$ cat config.mk
export PLATFORM = sky130hd
export DESIGN_NAME = mbox_flag_ctrl
export DESIGN_NICKNAME = d
export VERILOG_FILES = /design/src/rtl/mbox_pkg.sv /design/src/rtl/mbox_bank.sv /design/src/rtl/mbox_flags.sv /design/src/rtl/mbox_rd_mux.sv /design/src/rtl/mbox_flag_ctrl.sv
export SDC_FILE = /design/constraint.sdc
export NUM_CORES = 1
export LEC_CHECK = 0
export BUFFER_PORTS_ARGS = -buffer_cell sky130_fd_sc_hd__buf_2
export CORE_UTILIZATION = 54
export CTS_BUF_LIST = sky130_fd_sc_hd__clkbuf_8
export CTS_CLUSTER_SIZE = 25
export DETAILED_ROUTE_END_ITERATION = 7
export MAX_ROUTING_LAYER = met4
export PLACE_DENSITY = 0.89
export SLEW_MARGIN = 10
export SYNTH_ARGS = -nofsm -noshare
export SYNTH_HDL_FRONTEND = slang
export SYNTH_SLANG_ARGS = --single-unit
export TNS_END_PERCENT = 50
$ cat constraint.sdc
create_clock -name clk -period 3.9 [get_ports clk]
set_clock_uncertainty 0.15 [all_clocks]
set_input_delay 0.39 -clock clk [delete_from_list [all_inputs] [get_ports clk]]
set_output_delay 0.39 -clock clk [all_outputs]
set_load 0.01 [all_outputs]
$ cat src/rtl/mbox_pkg.sv
package mbox_pkg;

    localparam int ADDR_W = 10;
    localparam int DATA_W = 32;
    localparam int MAX_CH = 16;
    localparam int NPROC  = 2;

    localparam logic [ADDR_W-1:0] CFG_ADDR = 10'h3F0;
    localparam logic [ADDR_W-1:0] VER_ADDR = 10'h3F4;

    typedef enum logic [1:0] {
        REG_CTRL   = 2'd0,
        REG_MASK   = 2'd1,
        REG_SETCLR = 2'd2,
        REG_STAT   = 2'd3
    } reg_sel_e;

    typedef struct packed {
        logic              we;
        logic [ADDR_W-1:0] addr;
        logic [DATA_W-1:0] wdata;
    } bus_req_t;

    typedef struct packed {
        logic              hit;
        logic              bank;
        reg_sel_e          sel;
    } dec_t;

    typedef struct packed {
        logic              rx_en;
        logic              tx_en;
        logic [MAX_CH-1:0] rx_mask;
        logic [MAX_CH-1:0] tx_mask;
    } bank_state_t;

    typedef struct packed {
        logic [MAX_CH-1:0] set_req;
        logic [MAX_CH-1:0] ack_req;
    } flag_cmd_t;

    function automatic dec_t decode(input logic [ADDR_W-1:0] a);
        dec_t d;
        d.hit  = (a[ADDR_W-1:5] == '0) && (a[1:0] == 2'b00);
        d.bank = a[4];
        d.sel  = reg_sel_e'(a[3:2]);
        return d;
    endfunction

    function automatic logic [MAX_CH-1:0] ch_mask(input int n);
        logic [MAX_CH-1:0] m;
        for (int i = 0; i < MAX_CH; i++) m[i] = (i < n);
        return m;
    endfunction

endpackage

$ cat src/rtl/mbox_bank.sv
module mbox_bank
    import mbox_pkg::*;
#(
    parameter int NUM_CH  = 8,
    parameter int BANK_ID = 0
) (
    input  logic              clk,
    input  logic              rst,
    input  bus_req_t          req,
    input  logic [MAX_CH-1:0] own_occ,
    input  logic [MAX_CH-1:0] peer_occ,
    output bank_state_t       st,
    output flag_cmd_t         cmd,
    output logic              rx_irq,
    output logic              tx_irq
);

    localparam logic [MAX_CH-1:0] CH_MASK = ch_mask(NUM_CH);

    dec_t dec;
    logic wr_hit;

    always_comb begin
        dec    = decode(req.addr);
        wr_hit = req.we && dec.hit && (dec.bank == 1'(BANK_ID));
    end

    always_ff @(posedge clk) begin
        if (rst) begin
            st.rx_en   <= 1'b0;
            st.tx_en   <= 1'b0;
            st.rx_mask <= CH_MASK;
            st.tx_mask <= CH_MASK;
        end else if (wr_hit) begin
            case (dec.sel)
                REG_CTRL: begin
                    st.rx_en <= req.wdata[0];
                    st.tx_en <= req.wdata[16];
                end
                REG_MASK: begin
                    st.rx_mask <= req.wdata[15:0]  & CH_MASK;
                    st.tx_mask <= req.wdata[31:16] & CH_MASK;
                end
                default: ;
            endcase
        end
    end

    always_comb begin
        cmd = '0;
        if (wr_hit && dec.sel == REG_SETCLR) begin
            cmd.set_req = req.wdata[31:16] & CH_MASK;
            cmd.ack_req = req.wdata[15:0]  & CH_MASK;
        end
    end

    always_comb begin
        rx_irq = st.rx_en && |(peer_occ & ~st.rx_mask & CH_MASK);
        tx_irq = st.tx_en && |(~own_occ & ~st.tx_mask & CH_MASK);
    end

endmodule

$ cat src/rtl/mbox_flags.sv
module mbox_flags
    import mbox_pkg::*;
(
    input  logic                        clk,
    input  logic                        rst,
    input  flag_cmd_t [NPROC-1:0]       cmd,
    output logic [NPROC-1:0][MAX_CH-1:0] occ
);

    for (genvar p = 0; p < NPROC; p++) begin : g_own
        localparam int PEER = NPROC - 1 - p;
        always_ff @(posedge clk) begin
            if (rst) occ[p] <= '0;
            else     occ[p] <= (occ[p] & ~cmd[PEER].ack_req) | cmd[p].set_req;
        end
    end

endmodule

$ cat src/rtl/mbox_rd_mux.sv
module mbox_rd_mux
    import mbox_pkg::*;
#(
    parameter int NUM_CH    = 8,
    parameter int VER_MAJOR = 2,
    parameter int VER_MINOR = 1
) (
    input  logic [ADDR_W-1:0]            addr,
    input  bank_state_t [NPROC-1:0]      st,
    input  logic [NPROC-1:0][MAX_CH-1:0] occ,
    output logic [DATA_W-1:0]            rdata
);

    dec_t        dec;
    bank_state_t sel_st;

    always_comb begin
        dec    = decode(addr);
        sel_st = st[dec.bank];
        rdata  = '0;
        if (dec.hit) begin
            case (dec.sel)
                REG_CTRL:   rdata = {15'b0, sel_st.tx_en, 15'b0, sel_st.rx_en};
                REG_MASK:   rdata = {sel_st.tx_mask, sel_st.rx_mask};
                REG_SETCLR: rdata = '0;
                REG_STAT:   rdata = {16'b0, occ[dec.bank]};
                default:    rdata = '0;
            endcase
        end else if (addr == CFG_ADDR) begin
            rdata = {24'b0, 8'(NUM_CH)};
        end else if (addr == VER_ADDR) begin
            rdata = {24'b0, 4'(VER_MAJOR), 4'(VER_MINOR)};
        end
    end

endmodule

$ cat src/rtl/mbox_flag_ctrl.sv
module mbox_flag_ctrl
    import mbox_pkg::*;
#(
    parameter int NUM_CH    = 8,
    parameter int VER_MAJOR = 2,
    parameter int VER_MINOR = 1
) (
    input  logic              clk,
    input  logic              rst,
    input  logic              p0_we,
    input  logic [ADDR_W-1:0] p0_addr,
    input  logic [DATA_W-1:0] p0_wdata,
    output logic [DATA_W-1:0] p0_rdata,
    input  logic              p1_we,
    input  logic [ADDR_W-1:0] p1_addr,
    input  logic [DATA_W-1:0] p1_wdata,
    output logic [DATA_W-1:0] p1_rdata,
    output logic [NPROC-1:0]  rx_irq,
    output logic [NPROC-1:0]  tx_irq
);

    bus_req_t    [NPROC-1:0]             req_w;
    bank_state_t [NPROC-1:0]             st_w;
    flag_cmd_t   [NPROC-1:0]             cmd_w;
    logic        [NPROC-1:0][MAX_CH-1:0] occ_w;
    logic        [NPROC-1:0][DATA_W-1:0] rdata_w;

    assign req_w[0] = {p0_we, p0_addr, p0_wdata};
    assign req_w[1] = {p1_we, p1_addr, p1_wdata};
    assign p0_rdata = rdata_w[0];
    assign p1_rdata = rdata_w[1];

    for (genvar p = 0; p < NPROC; p++) begin : g_proc
        localparam int PEER = NPROC - 1 - p;

        mbox_bank #(.NUM_CH(NUM_CH), .BANK_ID(p)) u_bank (
            .clk      (clk),
            .rst      (rst),
            .req      (req_w[p]),
            .own_occ  (occ_w[p]),
            .peer_occ (occ_w[PEER]),
            .st       (st_w[p]),
            .cmd      (cmd_w[p]),
            .rx_irq   (rx_irq[p]),
            .tx_irq   (tx_irq[p])
        );

        mbox_rd_mux #(.NUM_CH(NUM_CH), .VER_MAJOR(VER_MAJOR), .VER_MINOR(VER_MINOR)) u_rd (
            .addr  (req_w[p].addr),
            .st    (st_w),
            .occ   (occ_w),
            .rdata (rdata_w[p])
        );
    end

    mbox_flags u_flags (
        .clk (clk),
        .rst (rst),
        .cmd (cmd_w),
        .occ (occ_w)
    );

endmodule

Word level (Yosys, flattened, before mapping)
Index checks and enable logic that the tools add are counted.
{ "op_classes": {"bitwise": 17, "n_mux": 18, "n_shift": 0, "n_eq_ne": 10, "mul": 0, "div_mod_pow": 0, "magnitude_cmp": 2, "reduce_logical": 26, "addsub": 0} }
{ "ops": {"columns": ["cell", "n"], "rows": [
  ["case mux 32 bit (4 select lines)", 2],
  ["2-to-1 mux 34 bit", 4],
  ["2-to-1 mux 32 bit", 4],
  ["2-to-1 mux 16 bit", 4],
  ["2-to-1 mux 24 bit", 2],
  ["inverter 8 bit", 6],
  ["equality test 10 bit, second input constant", 4],
  ["AND 16 bit", 2],
  ["AND 8 bit", 4],
  ["inverter 16 bit", 2],
  ["OR 16 x 8 -> 16 bit", 2],
  ["OR reduction 8 bit", 4],
  ["logical AND 1 bit", 12],
  ["2-to-1 mux 6 bit", 2],
  ["zero test 5 bit", 2],
  ["equality test 2 bit, second input constant", 4],
  ["zero test 2 bit", 4],
  ["AND reduction 2 bit", 4],
  ["equality test 2 x 1 -> 1 bit, second input constant", 2],
  ["< comparator 1 x 2 -> 1 bit, second input constant", 2],
  ["inverter 1 bit", 1]
]} }
{ "word_totals": {"elab_cells": 83, "memories": 0, "mem_bits_ro": 0, "ramBits": 0, "register_bits": 68, "latchBits": 0, "output_inout_bits": 68} }

Logic depth before layout (Yosys ltp)
Gate-level depths: netlist of the first run.
{ "depth": {"depth_word": 9, "mapped_depth": 5} }

Cells and area by module
From an unflattened synthesis of the first run, not the netlist that was laid out.
{ "unflattened": {"cells_unflattened": 634, "area_unflattened_um2": 5671.7} }
{ "modules_own_cells": {"columns": ["module", "instances", "seq_area_each_um2", "area_per_inst_um2", "cells_each"], "rows": [
  ["mbox_rd_mux", 2, 0.0, 897.1, 90],
  ["mbox_bank (g_proc[1].u_bank)", 1, 360.3, 1370.1, 162],
  ["mbox_bank (g_proc[0].u_bank)", 1, 360.3, 1352.5, 161],
  ["mbox_flags", 1, 640.6, 1154.9, 131]
]} }

Worst setup path before layout of the first run
Ideal clock, no wire load.
{ "synth_path": {"kind": "input to output", "start": "input p0_addr[6]", "end": "output p0_rdata[17]", "path_slack_ps": 1611, "arrival_ps": 1749, "cell_stages": 4, "required_time_ps": 3360, "path_cell_list": "or4_4 -> or3_2 -> clkbuf_1 -> nor2_1"} }
{ "synth_between": {"elab_chain_len": 3} }
{ "synth_lines": {"columns": ["item", "line_no", "rtl"], "rows": [
  ["from (decl)", "mbox_flag_ctrl.sv:11", "input logic [ADDR_W-1:0] p0_addr,"],
  ["zero test 5 bit", "mbox_pkg.sv:44", "d.hit = (a[ADDR_W-1:5] == '0) && (a[1:0] == 2'b00);"],
  ["logical AND 1 bit", "mbox_pkg.sv:44", null],
  ["2-to-1 mux 32 bit", "mbox_rd_mux.sv:21", "if (dec.hit) begin"],
  ["to (decl)", "mbox_flag_ctrl.sv:13", "output logic [DATA_W-1:0] p0_rdata,"]
]} }
Every way passes these cells.

Worst setup path after layout of the first run
{ "layout_path": {"start": "input p1_addr[4]", "end": "output p1_rdata[3]"} }
{ "layout_between": {"elab_chain_len": 4, "elab_cells_between_ends": 8} }
{ "layout_lines": {"columns": ["item", "line_no", "rtl"], "rows": [
  ["from (decl)", "mbox_flag_ctrl.sv:15", "input logic [ADDR_W-1:0] p1_addr,"],
  ["2-to-1 mux 16 bit (implied by the code) or 2-to-1 mux 34 bit (tied branches) (2 in series)", "mbox_rd_mux.sv:26, mbox_rd_mux.sv:19", null],
  ["case mux 32 bit (4 select lines)", "mbox_rd_mux.sv:22", "case (dec.sel)"],
  ["2-to-1 mux 32 bit (*)", "mbox_rd_mux.sv:21", null],
  ["to (decl)", "mbox_flag_ctrl.sv:17", "output logic [DATA_W-1:0] p1_rdata,"]
]} }
Mark *: on every way between the ends. The rest lies on a longest branch, timed or not. The select of a mux whose other input is x is not followed.

==> results of run 1 <==
## per-layer routing
layer  track usage [%]  wire length [µm]  up-vias
met5                 -                 0        -
met3              7.18              1270       35
li1                  -                 -     1620
met2              47.2              5030      265
met1              41.6              4250     1743
met4              14.8               429        0
## flip-flops by register name, indices dropped and copies added, names as in the netlist
name and cells:
g_proc.u_bank.st 36, u_flags.occ 16
## power breakdown
part | internal, mW | switching [mW]
sequential | 0.531 | 0.000277
combinational | 0.0585 | 0.0961
clock | 0.128 | 0.199
## tightest hold or removal path, stage by stage
cell and delay (ns):
buf_2 0.11, nand4_1 0.06, a21oi_1 0.06
## logic make-up after synthesis
| logic type | Yosys count | share of synthesized area, % |
|---|---|---|
| simple gates | 147 | 20.8 |
| other cells | 1 | 0.102 |
| buf+inv | 88 | 13.1 |
| compound gates | 68 | 13.5 |
| mux | 68 | 24.3 |
| flops | 52 | 28.3 |
## final cells by class
type	instances	area share, %
clock inverter	3	0.516
clock buffer	5	1.67
sequential	52	25.3
multi-input combinational	315	55.9
inverter	20	1.82
timing repair buffer	99	12.5
tap	77	2.34
## synth_stat cells, types with 5 or more instances
master,count
nor2_1,79
dfxtp_1,52
mux2i_1,51
buf_4,36
clkbuf_1,24
nand4_1,22
o22ai_1,21
inv_1,20
a21oi_1,19
mux4_2,17
a41o_1,15
nor2b_1,10
nand2_1,8
o31ai_1,5
## path summary, 6_finish.rpt
| check | from | endpoint | cells after the start |
|---|---|---|---|
| worst max register to register | u_flags.occ[6] | u_flags.occ[6] | 3 |
| worst max-delay path | p1_addr[4] | p1_rdata[3] | 5 |
| worst min-delay path | p0_wdata[20] | u_flags.occ[4] | 3 |
| worst min register to register | g_proc[0].u_bank.st[33] | g_proc[0].u_bank.st[33] | 2 |
## metrics by stage
step / setup slack [ns] / area (µm²) / instances / hold slack, ns / utilization [%]
detailed placement: 1.33 / 4030 / 563 / 0.370 / 62.4
floorplan: 1.61 / 3800 / 455 / 0.317 / -
global placement: 1.43 / 4030 / 563 / 0.367 / 62.4
global route: 1.24 / 4120 / 571 / 0.197 / 63.8
CTS: 1.39 / 4120 / 571 / 0.186 / 63.8
finish: 1.38 / 4120 / 571 / 0.191 / 63.8
## cells in the final DEF, fill, tap and decap left out, types with 10 or more instances in the layout
cell type  count
mux4_2        17
o22ai_1       21
nand4_1       22
nor2_1        79
a21oi_1       19
a41o_1        15
conb_1        32
nor2b_1       10
mux2i_1       51
inv_1         20
dfxtp_1       52
buf_2         91
==> metrics.txt, run 1 <==
FF/Latch Area 0.00104 mm²; CP dominant cell by count buf_2; pwr dens 246 mW/mm²; CTS clk-pin slew, worst paths 0.10 ns; Peak VDD IR 0.243 mV; Worst path slowest cell or4_1; sequential area share after synthesis 28.3%; Post-Syn Area 0.00368 mm²; max incr delay on CP 0.57 ns; Slew Viols, Final 0; WP buf/inv 2; leading area contributor after synthesis dfxtp_1; global-route wire length before repair 16,900 µm; top cells by area, synth dfxtp_1 28%, mux2i_1 14%, mux4_2 10%; Worst EP required 3.36 ns; standard-cell rows 29; # DRC 0; Yosys Warn Count 0; Hold Violations, Final 0; final worst-path cycle share 64.7%; initial antenna violation count 0; footprint of the multi-input gates 0.00230 mm²; Resized cells post-CTS 0; FF-to-FF setup slack 2.67 ns; starting density of the core 57.0%; TritonCTS clock tree built; vias 3,663; Detail Placement HPWL 8410 µm; insertion delay to the later sink of the worst-skew pair 0.32 ns; Tot Pwr 1.01 mW; Worst Setup Start Kind input pin; Die ar. 0.00716 mm²; antenna diode count 0; post-synth top area share 28.3%; 1st-iter DRT viols 410; Mapped Cells 424; ys flop type dfxtp_1; Synth cell types 40; overall routing resource usage 32.0%; TNS Setup 0 ns; Die X-Extent 84.6 µm; Synth Area per Inst 8.69 µm²; status completed; Routed wire per std cell 19.2 µm; number of synthesized register bits 52; synth-to-layout area growth 11.9%; core area 0.00646 mm²; DR vias/cell 6.42; setup bufs post-CTS 0; crit path cell chain buf_2 > nand4_1 > or4_1 > o31ai_1 > buf_2; Num CTS Buffers 5; Lkg Pwr 1.66 nW; worst hold-check path type in2reg; Clock Tree Root clkbuf_8; largest net degree at the start of global routing 54; number of max-cap violations 0; nets 581; RSZ-0062 raised after global routing no; H-Tree Depth 2; Clock Tree Buf Depth 2; Crit Path Class in2out; vias in the first global route 3,277; EDFF count, synth 0; first drt pass iteration count 7; Setup-failing EPs final 0; clk sink count 52; global route overflow 0; async set-reset flop share out of synthesis 0%; Post-CTS Hold Fix Bufs 0; port buffer count 91; top cell family by delay on the critical path simple AND/OR/NAND/NOR gates; share of cells above drive strength 1 27.5%; final-layout fill cell count 551; Worst Path Max Fanout 21; Least-Margin Pin Slew 0.705 ns; Die Ht 84.6 µm; Period minus WS final 2.52 ns; Max Clock Freq 396 MHz; Antenna Nets Post-Route 0; IO Pins 156; Routed WL 11,000 µm; Slew Limit Headroom 52.6%; routability cong. 0.948; element type at the critical path end primary output; Worst EP arrival 1.98 ns
Power figures use the tool's default switching activity.
==> inputs of run 2 (changes only) <==
Settings changed: CORE_UTILIZATION 54 to 45, PLACE_DENSITY 0.89 to 0.79.
Clock period 3.9 ns to 2.2 ns, I/O delays scaled along.
==> metrics.txt, run 2 (synthesized netlist as in run 1, its figures left out) <==
clk sink count 52; final core utilization 54.1%; Max Clock Freq 460 MHz; global-route wire length before repair 17,300 µm; CP dominant cell by count buf_2; TNS Setup 0 ns; Clock Tree Root clkbuf_8; most frequent cells in the layout 91 x buf_2, 79 x nor2_1, 52 x dfxtp_1, 51 x mux2i_1, 32 x conb_1; setup bufs post-CTS 0; # DRC 0; max reg flops 36; reg2reg end u_flags.occ[4]; vias 3,574; FF/Latch Area 0.00104 mm²; nets 587; CTS clk-pin slew, worst paths 0.10 ns; Crit Path Class in2out; first drt pass iteration count 5; RSZ-0062 raised after global routing no; Die ar. 0.00855 mm²; Die X-Extent 92.5 µm; FF-to-FF setup slack 1.07 ns; Lkg Pwr 1.69 nW; overall routing resource usage 27.3%; Biggest register g_proc.u_bank.st; Antenna Nets Post-Route 0; H-Tree Depth 2; global route overflow 0; Reg2Reg Launch Point u_flags.occ[4]; core area 0.00781 mm²; Worst Path Max Fanout 7; WP buf/inv 2; Post-CTS Hold Fix Bufs 0; final worst-path cycle share 98.7%; share of cells above drive strength 1 28.4%; IO Pins 156; Worst Hold End u_flags.occ[5]; largest net degree at the start of global routing 43; pwr dens 426 mW/mm²; Worst EP required 1.83 ns; Num CTS Buffers 5; total placed cells including tap cells 594; footprint of the multi-input gates 0.00230 mm²; element type at the critical path end primary output; Worst Setup Start Kind input pin; 1st-iter DRT viols 312; final-layout fill cell count 743; Worst path slowest cell or4_4; insertion delay to the later sink of the worst-skew pair 0.32 ns; top cell family by delay on the critical path simple AND/OR/NAND/NOR gates; standard-cell rows 32; Worst EP arrival 1.80 ns; Hold Violations, Final 0; antenna diode count 0; worst reg-to-reg path cell count 3; max incr delay on CP 0.58 ns; Peak VDD IR 0.263 mV; Least-Margin Pin Slew 0.618 ns; port buffer count 91; Detail Placement HPWL 8660 µm; synth-to-layout area growth 14.7%; TritonCTS clock tree built; crit path cell chain buf_2 > or4_4 > or3_2 > nor2_1 > buf_2; vias in the first global route 3,194; Resized cells post-CTS 0; Setup-failing EPs final 0; Period minus WS final 2.17 ns; Die Ht 92.5 µm; Finished Layout Cells 602; Routed wire per std cell 18.6 µm; worst hold-check path type in2reg; number of max-cap violations 0; Slew Viols, Final 0; Routed WL 11,200 µm; top flop regs g_proc.u_bank.st (36), u_flags.occ (16); starting density of the core 47.2%; routability cong. 0.947; commonest non-fill, non-tap cell in the layout buf_2; initial antenna violation count 0; Clock Tree Buf Depth 2; hold depth 3; status completed; hold_sp p0_wdata[21]; DR vias/cell 5.94; Slew Limit Headroom 58.8%
[run 2: through the flow]
step | cell area, µm² | worst slack, ns | hold WS (ns) | total power [mW]
4_1_cts | 4220 | 0.0486 | 0.0185 | 1.81
3_5_place_dp | 4130 | 0.0585 | 0.358 | 1.24
5_1_grt | 4220 | 0.0158 | 0.0141 | 1.88
6_report | 4220 | 0.0276 | 0.0175 | 1.80
2_1_floorplan | 3800 | 0.251 | 0.224 | 1.17
3_3_place_gp | 4130 | 0.116 | 0.349 | 1.24
[run 2: report_power, final]
part	internal (mW)	leakage, nW	switching [mW]
combinational	0.111	1.23	0.172
clock	0.227	0.0445	0.349
sequential	0.941	0.420	0.000488
[run 2: area by class of cell]
cell class,count,share of cell area [%]
sequential,52,24.6
clock buffer,5,1.63
clock inverter,3,0.504
tap,102,3.02
timing repair buffer,105,13.9
inverter,20,1.78
multi-input combinational,315,54.6
[run 2: how the worst max path moves through the flow]
stage,from,to,slack (ns),depth (start not counted)
3_5_place_dp,p0_addr[6],p0_rdata[19],0.06,5
3_3_place_gp,p0_addr[6],p0_rdata[17],0.12,5
4_1_cts,p0_addr[6],p0_rdata[19],0.05,5
6_report,p0_addr[6],p0_rdata[19],0.03,5
5_1_grt,p0_addr[6],p0_rdata[19],0.02,5
2_1_floorplan,p0_addr[6],p0_rdata[17],0.25,4
[run 2: worst register-to-register path: stages, from the launching register on]
cell and delay [ns]:
dfxtp_1 0.47, inv_1 0.11, a41o_1 0.22, a21oi_1 0.12
[run 2: layer usage]
metal  track usage (%)  vias up  wire, µm
li1                  -     1642         -
met1              38.0     1699      4860
met2              39.6      207      5020
met3              4.11       26       967
met4              11.3        0       369
met5                 -        -         0
==> inputs of run 3 (changes only) <==
==> constraint.sdc (replaced) <==
create_clock -name clk -period 2.2 [get_ports clk]
set_clock_uncertainty 0.15 [all_clocks]
set_input_delay 0.44 -clock clk [delete_from_list [all_inputs] [get_ports clk]]
set_output_delay 0.44 -clock clk [all_outputs]
set_load 0.01 [all_outputs]
==> metrics.txt, run 3 (synthesized netlist as in run 1, its figures left out) <==
max reg flops 36; Worst EP required 1.61 ns; first drt pass iteration count 6; Worst Setup Start Kind input pin; RSZ-0062 raised after global routing yes; Detail Placement HPWL 8970 µm; pwr dens 389 mW/mm²; Period minus WS final 2.36 ns; synth-to-layout area growth 27.7%; Routed WL 11,600 µm; Final WS setup -0.161 ns; 1st-iter DRT viols 383; Worst Path Max Fanout 7; number of max-cap violations 0; hold depth 3; TritonCTS clock tree built; CP startpoint p0_addr[6]; commonest non-fill, non-tap cell in the layout buf_2; port buffer count 91; DR vias/cell 5.91; Reg2Reg Launch Point u_flags.occ[4]; vias in the first global route 3,534; Crit Path Class in2out; Worst path slowest cell or4_4; largest net degree at the start of global routing 48; Num CTS Buffers 5; Slew Viols, Final 0; element type at the critical path end primary output; Peak VDD IR 0.303 mV; Setup-failing EPs final 16; core area 0.00781 mm²; CP dominant cell by count buf_6; worst hold slack 0.249 ns; global-route wire length before repair 18,300 µm; worst reg-to-reg path cell count 3; routability cong. 0.965; global route overflow 0; overall routing resource usage 28.3%; Post-CTS Hold Fix Bufs 0; Lkg Pwr 1.87 nW; design area 0.00470 mm²; reg2reg end u_flags.occ[4]; IO Pins 156; Die X-Extent 92.5 µm; worst hold-check path type in2reg; Setup crit end p0_rdata[21]; initial antenna violation count 0; starting density of the core 47.2%; Routed wire per std cell 18.5 µm; crit path cell chain buf_6 > or4_4 > or3_4 > nor2_4 > buf_6; most frequent cells in the layout 72 x buf_2, 65 x nor2_1, 51 x mux2i_1, 46 x dfxtp_1, 38 x buf_4; antenna diode count 0; Antenna Nets Post-Route 0; FF-to-FF setup slack 1.08 ns; insertion delay to the later sink of the worst-skew pair 0.31 ns; placed cell area 0.00447 mm²; H-Tree Depth 2; CTS clk-pin slew, worst paths 0.10 ns; Hold Violations, Final 0; Max Clock Freq 424 MHz; status complete, but fails checks; final worst-path cycle share 107%; Clock Tree Buf Depth 2; # DRC 0; share of cells above drive strength 1 36.9%; hold_sp p0_wdata[19]; nets 613; Tot Pwr 1.83 mW; Clock Tree Root clkbuf_8; Worst EP arrival 1.77 ns; vias 3,712; standard-cell rows 32; Die Ht 92.5 µm; failing checks setup timing; top flop regs g_proc.u_bank.st (36), u_flags.occ (16); clk sink count 52; max incr delay on CP 0.53 ns; Biggest register g_proc.u_bank.st; Die ar. 0.00855 mm²
-- run 3: cell types whose count changed in the layout (fill, tap and decap cells not counted), sizes merged --
cell,before,now
buf,105,130
clkbuf,5,6
-- run 3: metrics by stage --
step / util (%) / setup WS (ns) / TNS, ns / cells
floorplan: - / -0.0386 / -0.109 / 455
global placement: 57.3 / -0.192 / -3.05 / 621
detailed placement: 57.3 / -0.204 / -3.25 / 621
CTS: 60.0 / -0.168 / -2.04 / 628
global route: 60.2 / -0.182 / -3.09 / 628
finish: 60.2 / -0.161 / -2.05 / 628
-- run 3: final cells by class --
class                           instances  area, µm²
Clock buffer                            5       68.8
Inverter                               20       75.1
Fill cell                             698       3100
Multi-Input combinational cell        315       2460
Timing Repair Buffer                  131        905
Sequential cell                        52       1050
Tap cell                              102        128
Clock inverter                          3       20.0
-- run 3: worst max-delay path: cells and delay by family --
family	cells	cell delay [ns]
AND/OR/NAND/NOR	3	1.13
buffers and inverters	2	0.20
-- run 3: power by group --
group / internal, mW / leakage (nW) / switching, mW
clock: 0.223 / 0.0455 / 0.336
combinational: 0.147 / 1.40 / 0.184
sequential: 0.941 / 0.421 / 0.000500
-- run 3: routing by layer --
layer / share of wire (%) / track usage, %
met5: 0 / -
met4: 3.1 / 12.8
met3: 10 / 7.22
met2: 47 / 42.6
met1: 40 / 35.9
-- run 3: worst min-delay path by stage --
| stage | end |
|---|---|
| 6_report | u_flags.occ[3] |
| 4_1_cts | u_flags.occ[3] |
| 5_1_grt | u_flags.occ[4] |
| 2_1_floorplan | g_proc[1].u_bank.st[33] |
| 3_3_place_gp | g_proc[0].u_bank.st[32] |
| 3_5_place_dp | g_proc[0].u_bank.st[32] |
-- run 3: repair_timing --
item / 4_1_cts / 5_1_grt
setup endpoints to repair: 29 / 26
gates cloned: 0 / 0
pin swaps: 5 / 2
buffers inserted: 0 / 0
gates resized for setup: 28 / 6
